--- config.mk ---
export PLATFORM = sky130hd
export DESIGN_NAME = wa_align_unit
export DESIGN_NICKNAME = d
export VERILOG_FILES = /design/src/rtl/wa_pkg.sv /design/src/rtl/wa_rotator.sv /design/src/rtl/wa_addr_shaper.sv /design/src/rtl/wa_seq.sv /design/src/rtl/wa_align_unit.sv
export SDC_FILE = /design/constraint.sdc
export NUM_CORES = 1
export LEC_CHECK = 0
export BUFFER_PORTS_ARGS = -buffer_cell sky130_fd_sc_hd__buf_2
export CAP_MARGIN = 20
export CORE_AREA = 2 2 105 107
export CTS_CLUSTER_DIAMETER = 40
export CTS_CLUSTER_SIZE = 8
export DETAILED_ROUTE_END_ITERATION = 10
export DIE_AREA = 0 0 107 109
export PLACE_DENSITY = 0.85
export SLEW_MARGIN = 20
export SYNTH_ARGS = -nofsm -noshare
export SYNTH_HDL_FRONTEND = slang
export SYNTH_HIERARCHICAL = 1
export SYNTH_SLANG_ARGS = --single-unit
--- constraint.sdc ---
create_clock -name clk -period 4.1 [get_ports clk]
set_input_delay 0.82 -clock clk [delete_from_list [all_inputs] [get_ports clk]]
set_output_delay 0.82 -clock clk [all_outputs]
set_load 0.05 [all_outputs]
--- src/rtl/wa_pkg.sv ---
package wa_pkg;

    typedef enum logic [1:0] {
        OP_LOAD  = 2'b00,
        OP_STORE = 2'b01,
        OP_SWAP  = 2'b10,
        OP_LOAD2 = 2'b11
    } op_e;

    typedef enum logic [1:0] {
        ST_IDLE  = 2'b00,
        ST_READ  = 2'b01,
        ST_WRITE = 2'b10,
        ST_RESP  = 2'b11
    } state_e;

    typedef struct packed {
        op_e         op;
        logic [31:0] addr;
        logic [31:0] wdata;
    } xfer_t;

    function automatic logic op_is_store(op_e op);
        return op == OP_STORE;
    endfunction

    function automatic logic op_is_swap(op_e op);
        return op == OP_SWAP;
    endfunction

endpackage

--- src/rtl/wa_rotator.sv ---
module wa_rotator #(
    parameter int unsigned DATA_W = 32,
    localparam int unsigned LANES = DATA_W / 8,
    localparam int unsigned OFF_W = $clog2(LANES)
) (
    input  logic [DATA_W-1:0] word_in,
    input  logic [OFF_W-1:0]  offset,
    output logic [DATA_W-1:0] word_out
);
    // Output lane i takes input lane (i + offset) mod LANES: rotate right by bytes.
    for (genvar i = 0; i < LANES; i++) begin : g_lane
        logic [OFF_W-1:0] src;
        assign src = OFF_W'(i) + offset;
        assign word_out[8*i +: 8] = word_in[8*src +: 8];
    end
endmodule

--- src/rtl/wa_addr_shaper.sv ---
module wa_addr_shaper #(
    parameter int unsigned ADDR_W = 32,
    parameter int unsigned OFF_W  = 2
) (
    input  logic [ADDR_W-1:0] addr_in,
    input  logic              align,
    output logic [ADDR_W-1:0] addr_out
);
    always_comb begin
        addr_out = addr_in;
        if (align) begin
            addr_out[OFF_W-1:0] = '0;
        end
    end
endmodule

--- src/rtl/wa_seq.sv ---
module wa_seq
    import wa_pkg::*;
(
    input  logic   clk,
    input  logic   rst,
    input  logic   start,
    input  op_e    start_op,
    input  op_e    cur_op,
    input  logic   mem_ready,
    output state_e state,
    output logic   lock
);
    state_e state_n;

    always_comb begin
        state_n = state;
        unique case (state)
            ST_IDLE:  if (start) state_n = op_is_store(start_op) ? ST_WRITE : ST_READ;
            ST_READ:  if (mem_ready) state_n = op_is_swap(cur_op) ? ST_WRITE : ST_RESP;
            ST_WRITE: if (mem_ready) state_n = ST_RESP;
            ST_RESP:  state_n = ST_IDLE;
            default:  state_n = ST_IDLE;
        endcase
    end

    always_ff @(posedge clk) begin
        if (rst) state <= ST_IDLE;
        else     state <= state_n;
    end

    assign lock = op_is_swap(cur_op) && (state == ST_READ || state == ST_WRITE);


    lock_hold_chk: assert property (@(posedge clk) disable iff (rst)
        (lock && state == ST_READ && mem_ready) |=> (lock && state == ST_WRITE));


    lock_release_chk: assert property (@(posedge clk) disable iff (rst)
        (lock && state == ST_WRITE && mem_ready) |=> !lock);


    swap_order_chk: assert property (@(posedge clk) disable iff (rst)
        (state == ST_IDLE && start && op_is_swap(start_op)) |=> (state == ST_READ));
endmodule

--- src/rtl/wa_align_unit.sv ---
module wa_align_unit
    import wa_pkg::*;
#(
    parameter int unsigned ADDR_W = 32,
    parameter int unsigned DATA_W = 32,
    localparam int unsigned OFF_W = $clog2(DATA_W / 8)
) (
    input  logic              clk,
    input  logic              rst,
    input  logic              core_req,
    input  logic [1:0]        core_op,
    input  logic [ADDR_W-1:0] core_addr,
    input  logic [DATA_W-1:0] core_wdata,
    output logic              core_ready,
    output logic              core_done,
    output logic [DATA_W-1:0] core_rdata,
    output logic              mem_req,
    output logic              mem_we,
    output logic [ADDR_W-1:0] mem_addr,
    output logic [DATA_W-1:0] mem_wdata,
    input  logic [DATA_W-1:0] mem_rdata,
    input  logic              mem_ready,
    output logic              mem_lock
);
    state_e            state;
    op_e               op_q;
    logic [ADDR_W-1:0] addr_q;
    logic [DATA_W-1:0] wdata_q;
    logic [DATA_W-1:0] rdata_q;
    logic [DATA_W-1:0] rot_word;
    logic              accept;

    assign core_ready = (state == ST_IDLE);
    assign accept     = core_req && core_ready;

    always_ff @(posedge clk) begin
        if (rst) begin
            op_q    <= OP_LOAD;
            addr_q  <= '0;
            wdata_q <= '0;
            rdata_q <= '0;
        end else begin
            if (accept) begin
                op_q    <= op_e'(core_op);
                addr_q  <= core_addr;
                wdata_q <= core_wdata;
            end
            if (state == ST_READ && mem_ready) begin
                rdata_q <= rot_word;
            end
        end
    end

    wa_seq i_seq (
        .clk       (clk),
        .rst       (rst),
        .start     (accept),
        .start_op  (op_e'(core_op)),
        .cur_op    (op_q),
        .mem_ready (mem_ready),
        .state     (state),
        .lock      (mem_lock)
    );

    wa_rotator #(.DATA_W(DATA_W)) i_rot (
        .word_in  (mem_rdata),
        .offset   (addr_q[OFF_W-1:0]),
        .word_out (rot_word)
    );

    wa_addr_shaper #(.ADDR_W(ADDR_W), .OFF_W(OFF_W)) i_addr (
        .addr_in  (addr_q),
        .align    (state == ST_WRITE),
        .addr_out (mem_addr)
    );

    assign mem_req    = (state == ST_READ) || (state == ST_WRITE);
    assign mem_we     = (state == ST_WRITE);
    assign mem_wdata  = wdata_q;
    assign core_done  = (state == ST_RESP);
    assign core_rdata = rdata_q;


    store_align_chk: assert property (@(posedge clk) disable iff (rst)
        (mem_req && mem_we) |-> (mem_addr[OFF_W-1:0] == '0));


    req_hold_chk: assert property (@(posedge clk) disable iff (rst)
        (mem_req && !mem_ready) |=> (mem_req && $stable(mem_we) && $stable(mem_addr) && $stable(mem_wdata)));


    busy_ready_chk: assert property (@(posedge clk) disable iff (rst)
        accept |=> !core_ready);


    done_pulse_chk: assert property (@(posedge clk) disable iff (rst)
        core_done |=> (!core_done && core_ready));


    lock_needs_req_chk: assert property (@(posedge clk) disable iff (rst)
        mem_lock |-> mem_req);
endmodule

==> qor.log, run 1 <==
[flow_run] Maximum Capacitance Violations 0
[cts] hold buffer count at cts 0
[timing] Final Critical Period 2.76 ns
[timing] highest achievable clock rate 362 MHz
[place] post-detail-place hpwl 9310 um
[timing] relative max-transition margin 30.3%
[global_routing] met1 global-route usage 25.1%
[global_routing] leftover overflow at the end of global routing 0
[cts] Clock H-tree levels 3
[route] drt initial violations 374
[route] Post-DRT Antenna Nets 0
[yosys] number of unique standard cell types used by synthesis 26
[cts] clock latency at the later pin of the worst-skew pair 0.36 ns
[route] DRC violation count after routing 0
[yosys] number of nets produced by synthesis 658
[setup_path] launch instance of the worst register-to-register path i_seq/state[1]
[place] final weighted congestion in routability-driven placement 0.782
[route] wirelength, routed 13,200 um
[yosys] total of flip-flops plus latches after synthesis 100
[global_routing] met2 routing resource usage after global routing 36.9%
[cells_and_area] area added between synthesis and finish 15.2%
[yosys] number of instances in the synthesized netlist 548
[setup_path] Worst Path Max Fanout 69
[setup_path] CP Class reg2out
[global_routing] vias in the first global route 4,350
[yosys] Yosys warning count 6
[yosys] cell area after synthesis 0.00556 mm^2
[cells_and_area] share of post-route cells with drive strength above 1 51.1%
[timing] setup repair after global routing missed its margin no
[timing] final period utilization 67.3%
[run_status] outcome completed
[die] initial core utilization 52.4%
[cts] clock root buffer master sky130_fd_sc_hd__clkbuf_8
[route] Avg Vias per Cell 5.73
[die] area of the core region 0.0106 mm^2
[die] Die Width 107 um
[setup_path] sort of element at the end of the critical path output pin
[route] number of search-and-repair iterations in the first detailed-routing pass 10
[timing] number of failing hold endpoints at the final stage 0
[pwr] largest vdd supply drop 0.333 mV
[min_path] hold path startpoint addr_q[10]
[place] Cells after DPL 802
[cts] TritonCTS sink count 100
[global_routing] first-pass GRT wire length 20,300 um
[timing] setup violation total in the final timing report 0
[cts] number of buffers created by CTS 9
[yosys] sequential cell area fraction in the yosys report 36.0%
[cts] TritonCTS clock tree built
[pwr] leakage 2.79 nW
[setup_path] worst endpoint data arrival time 1.94 ns
[yosys] main area contributors after synthesis sky130_fd_sc_hd__dfxtp_1, sky130_fd_sc_hd__a21bo_2, sky130_fd_sc_hd__mux4_2
[global_routing] number of antenna violations at the first check in global routing 1
[cts] count of buffers added by post-CTS timing repair for setup 0
[yosys] proportion of netlist area held by the largest area contributor 36.0%
[timing] aggregate negative setup slack 0 ns
[setup_path] crit path from i_seq/state[1]
[yosys] Syn Area/Cell 10.1 um^2
[global_routing] met3 layer usage reported by global route 7.41%
[route] detail-routed net length per standard cell 16.2 um
[timing] final setup skew 0.00968 ns
[cells_and_area] number of standard cells in the layout, taps in and fillers out 819
[global_routing] maximum number of pins on one net before global-route repair 101
[cells_and_area] Final Net Count 784
[setup_path] startpoint type of the worst setup path register
[die] num ports 203
[die] std cell rows 38
[place] number of port buffers 202
[route] total number of vias 4,692
[cts] number of gates given a new drive strength after cts 0
[cts] Reg clk slew, reported paths 0.10 ns
[cts] maximum buffer depth of the clock tree 2
[pwr] power per cell area 573 mW/mm^2
[cells_and_area] Antenna diodes 0
[die] height of the die 109 um
[timing] Pins Over Slew Limit 0
[min_path] min-delay worst type reg2reg
[global_routing] total routing resource utilization after global routing 21.7%
[yosys] most area-hungry cell type in the Yosys netlist sky130_fd_sc_hd__dfxtp_1
[die] Die ar. 0.0117 mm^2
[timing] worst-margin pin slew 1.05 ns
[setup_path] CP required 3.28 ns
[global_routing] global routing's busiest layer met2
-- registers in the layout, indices dropped and copies added (netlist names) --
register / cells
mem_wdata: 32
core_rdata: 32
addr_q: 32
op_q: 2
i_seq/state: 2
-- layer usage --
layer,vias to the layer above,wire [um]
met4,2,399
met1,2212,5140
met2,223,6480
met5,-,13
met3,35,1200
li1,2220,-
-- cells by family (layout without fill, tap and decap cells) --
| kind of cell | Yosys count | after routing | share of synthesized area, % |
|---|---|---|---|
| AO/OA/AOI/OAI | 201 | 201 | 27.5 |
| AND/OR/NAND/NOR | 106 | 106 | 9.63 |
| flip-flops | 100 | 100 | 36.0 |
| buffers and inverters | 99 | 230 | 11.6 |
| multiplexers | 34 | 34 | 13.5 |
| adder cells (fa/ha/maj) | 8 | 8 | 1.80 |
-- critical path, cell delays in order, from the launching register on --
cell and delay (ns):
sky130_fd_sc_hd__dfxtp_1 0.39, sky130_fd_sc_hd__inv_1 0.19, sky130_fd_sc_hd__ha_4 0.60, sky130_fd_sc_hd__buf_2 0.39
-- path summary, 6_finish.rpt --
kind,end,slack (ns),cells past startpoint
min reg2reg,addr_q[10],0.57,2
max,core_ready,1.34,3
max reg2reg,op_q[1],1.80,5
min,addr_q[10],0.57,2
-- synthesized netlist by cell type --
cell and n:
sky130_fd_sc_hd__dfxtp_1 100, sky130_fd_sc_hd__nand3_1 98, sky130_fd_sc_hd__a21oi_1 96, sky130_fd_sc_hd__a21bo_2 85, sky130_fd_sc_hd__buf_2 42, sky130_fd_sc_hd__buf_4 33, sky130_fd_sc_hd__mux4_2 29, sky130_fd_sc_hd__a21bo_1 13
sky130_fd_sc_hd__clkbuf_1 8, sky130_fd_sc_hd__ha_1 8, sky130_fd_sc_hd__buf_6 7, sky130_fd_sc_hd__inv_1 6, sky130_fd_sc_hd__a21oi_2 3, sky130_fd_sc_hd__mux4_1 3, sky130_fd_sc_hd__buf_12 2, sky130_fd_sc_hd__mux2i_1 2
sky130_fd_sc_hd__nand2b_1 2, sky130_fd_sc_hd__nor2_1 2, sky130_fd_sc_hd__nor2b_1 2, sky130_fd_sc_hd__a21o_1 1, sky130_fd_sc_hd__a22oi_1 1, sky130_fd_sc_hd__a2bb2oi_2 1, sky130_fd_sc_hd__a311oi_1 1, sky130_fd_sc_hd__and2_1 1
sky130_fd_sc_hd__buf_8 1, sky130_fd_sc_hd__nor2_2 1
-- power by group --
part	switching (mW)	leakage, nW	total (mW)	internal [mW]
clock	0.366	0.0918	0.614	0.248
combinational	1.24	1.88	1.83	0.584
sequential	0.0977	0.819	1.23	1.13
-- placed cells by master, fill, tap and decap left out, drive strengths merged, types with 3 or more instances in the layout --
cell type    n
a21bo       98
a21oi       99
buf        208
clkbuf      10
dfxtp      100
ha           8
inv         10
mux4        32
nand3       98
nor2         3
-- through the flow --
step / hold slack [ns] / area, um^2 / total power [mW] / utilization, % / setup slack, ns
after floorplan: 0.546 / 5560 / 2.85 / - / 1.62
after global placement: 0.554 / 6180 / 3.02 / 58.3 / 1.81
after detailed placement: 0.559 / 6180 / 3.07 / 58.3 / 1.77
after CTS: 0.575 / 6370 / 3.68 / 60.1 / 1.36
after global routing: 0.586 / 6400 / 3.88 / 60.4 / 1.22
final: 0.573 / 6400 / 3.67 / 60.4 / 1.34
-- cell type report --
type,instances,area [um^2]
Clock buffer,10,138
Clock inverter,6,52.6
Fill cell,861,4200
Inverter,6,22.5
Multi-Input combinational cell,349,2940
Sequential cell,100,2000
Tap cell,140,175
Timing Repair Buffer,208,1070
Note: power is estimated with default switching activity, not from simulation.
==> run 2: changes to the inputs <==
- CORE_AREA: 2 2 105 107 -> 2 2 115 117
- DIE_AREA: 0 0 107 109 -> 0 0 117 119
- PLACE_DENSITY: 0.85 -> 0.75
- clock period: 4.1 -> 2.25 ns (I/O delays scaled with it)
==> run 2 against run 1 <==
Worst setup slack lost 1.2 ns. Register-to-register slack worse by 1.5 ns. Global-route usage shrank 2.7 points. Sequential share of layout area is 0.96 points lower. Die area increased by 19%. First-iteration DRC count down 8.0%. Critical path type unchanged.
==> qor.log, run 2 (same netlist as run 1, synthesis figures left out) <==
[setup_path] Slowest-stage cell, CP sky130_fd_sc_hd__dfxtp_1
[place] placed inst area 0.00633 mm^2
[cells_and_area] Antenna diodes 0
[timing] Final Worst Setup Slack 0.0954 ns
[global_routing] total routing resource utilization after global routing 19.0%
[die] Die ar. 0.0139 mm^2
[route] DRC violation count after routing 0
[route] met3 routed WL 1310 um
[setup_path] CP Class reg2out
[cells_and_area] leading cell types in the layout, fill and taps excluded sky130_fd_sc_hd__buf_2, sky130_fd_sc_hd__dfxtp_1, sky130_fd_sc_hd__nand3_1, sky130_fd_sc_hd__a21oi_1, sky130_fd_sc_hd__a21bo_2
[min_path] min-delay worst type in2reg
[timing] final setup skew 0.00700 ns
[setup_path] chain of cells forming the critical path inv_1 > ha_1 > inv_1 > nor2_1 > buf_2
[timing] Pins Over Slew Limit 0
[place] placement-stage worst setup slack 0.331 ns
[cts] Reg clk slew, reported paths 0.07 ns
[global_routing] leftover overflow at the end of global routing 0
[timing] relative max-transition margin 61.0%
[cells_and_area] most common cell after layout, fill and taps aside sky130_fd_sc_hd__buf_2
[cells_and_area] multi-input gate area in the final layout 0.00293 mm^2
[place] post-detail-place hpwl 9580 um
[route] highest metal layer used by the detailed router met5
[die] Die Width 117 um
[setup_path] launch instance of the worst register-to-register path i_seq/state[0]
[cts] maximum buffer depth of the clock tree 2
[cells_and_area] Filler Cell Count 1,179
[timing] Fin Hold WS 0.350 ns
[min_path] Hold Crit Depth 3
[setup_path] worst reg2reg endpoint i_seq/state[0]
[cells_and_area] area added between synthesis and finish 18.7%
[timing] setup repair after global routing missed its margin no
[setup_path] Worst Reg2Reg Path Length in Cells 7
[die] height of the die 119 um
[pwr] largest vdd supply drop 0.640 mV
[cells_and_area] Finished Cell Area 0.00660 mm^2
[global_routing] maximum number of pins on one net before global-route repair 94
[setup_path] Max stage delay on crit path 0.47 ns
[cells_and_area] final core utilization 51.3%
[setup_path] cell with the most instances on the worst path sky130_fd_sc_hd__inv_1
[timing] highest achievable clock rate 464 MHz
[setup_path] sort of element at the end of the critical path output pin
[route] WL met1 5470 um
[route] detail-routed net length per standard cell 15.8 um
[die] num ports 203
[min_path] hold path startpoint core_wdata[23]
[place] final weighted congestion in routability-driven placement 0.807
[setup_path] startpoint type of the worst setup path register
[die] std cell rows 42
[route] Post-DRT Antenna Nets 0
[timing] setup violation total in the final timing report 0
[place] number of port buffers 202
[global_routing] number of antenna violations at the first check in global routing 1
[die] initial core utilization 43.2%
[cells_and_area] share of post-route cells with drive strength above 1 50.9%
[setup_path] flop-to-flop setup slack 0.28 ns
[min_path] worst-case hold path end point mem_wdata[23]
[pwr] leakage 2.85 nW
[timing] worst-margin pin slew 0.585 ns
[cts] TritonCTS sink count 100
[setup_path] worst endpoint data arrival time 1.70 ns
[cts] number of gates given a new drive strength after cts 0
[pwr] power per cell area 1070 mW/mm^2
[cells_and_area] Final Net Count 787
[route] drt initial violations 344
[timing] number of failing hold endpoints at the final stage 0
[timing] final period utilization 95.8%
[global_routing] first-pass GRT wire length 21,100 um
[route] total number of vias 4,633
[setup_path] CP required 1.80 ns
[route] routed wire length on met2 6420 um
[cts] Clock H-tree levels 3
[timing] Final Critical Period 2.15 ns
[route] number of search-and-repair iterations in the first detailed-routing pass 5
[die] area of the core region 0.0129 mm^2
[cells_and_area] area of all sequential standard cells 0.00200 mm^2
[global_routing] vias in the first global route 4,399
[timing] aggregate negative setup slack 0 ns
[cts] clock latency at the later pin of the worst-skew pair 0.34 ns
[route] wirelength, routed 13,600 um
[route] Avg Vias per Cell 5.40
[flow_run] Maximum Capacitance Violations 0
[cts] clock root buffer master sky130_fd_sc_hd__clkbuf_16
[cts] count of buffers added by post-CTS timing repair for setup 0
[run_status] outcome completed
[cts] TritonCTS clock tree built
[setup_path] Worst Path Max Fanout 7
[cts] number of buffers created by CTS 9
[cts] hold buffer count at cts 0
==> run 2: critical path, delay by kind of cell, from the launching register on <==
family | cells | cell delay [ns]
AND/OR/NAND/NOR | 1 | 0.12
flip-flops | 1 | 0.47
adder cells (fa/ha/maj) | 1 | 0.30
buffers and inverters | 3 | 0.46
==> run 2: layer usage <==
metal,vias to the layer above,GRT usage (%)
li1,2217,-
met1,2181,23.0
met2,205,30.9
met3,28,6.21
met4,2,7.50
met5,-,0
==> run 2: final cells by class <==
cell class | instances | area share [%]
tap | 176 | 3.34
inverter | 6 | 0.341
multi-input combinational | 349 | 44.4
timing repair buffer | 211 | 17.5
sequential | 100 | 30.3
clock inverter | 5 | 0.550
clock buffer | 11 | 3.52
==> run 2: per-stage QoR <==
| step | instances | power [mW] |
|---|---|---|
| final | 858 | 7.10 |
| after global routing | 858 | 7.49 |
| after floorplan | 548 | 5.20 |
| after CTS | 858 | 7.15 |
| after global placement | 842 | 5.60 |
| after detailed placement | 842 | 5.72 |
==> run 2: report_power, final <==
group / leakage (nW) / total [mW] / internal (mW) / switching (mW)
Combinational: 1.91 / 3.45 / 1.13 / 2.31
Sequential: 0.818 / 2.22 / 2.06 / 0.165
Clock: 0.122 / 1.43 / 0.753 / 0.675
==> run 2: how the worst max path moves through the flow <==
stage                        start             end  slack [ns]  cells after the start
finish              i_seq/state[0]        mem_lock         0.1                      5
global route        i_seq/state[0]      core_ready        0.03                      3
CTS                 i_seq/state[0]        mem_lock        0.09                      5
detailed placement  i_seq/state[0]  i_seq/state[0]        0.33                      7
global placement    i_seq/state[0]  i_seq/state[0]        0.53                      7
floorplan           i_seq/state[0]  i_seq/state[0]        0.11                     10
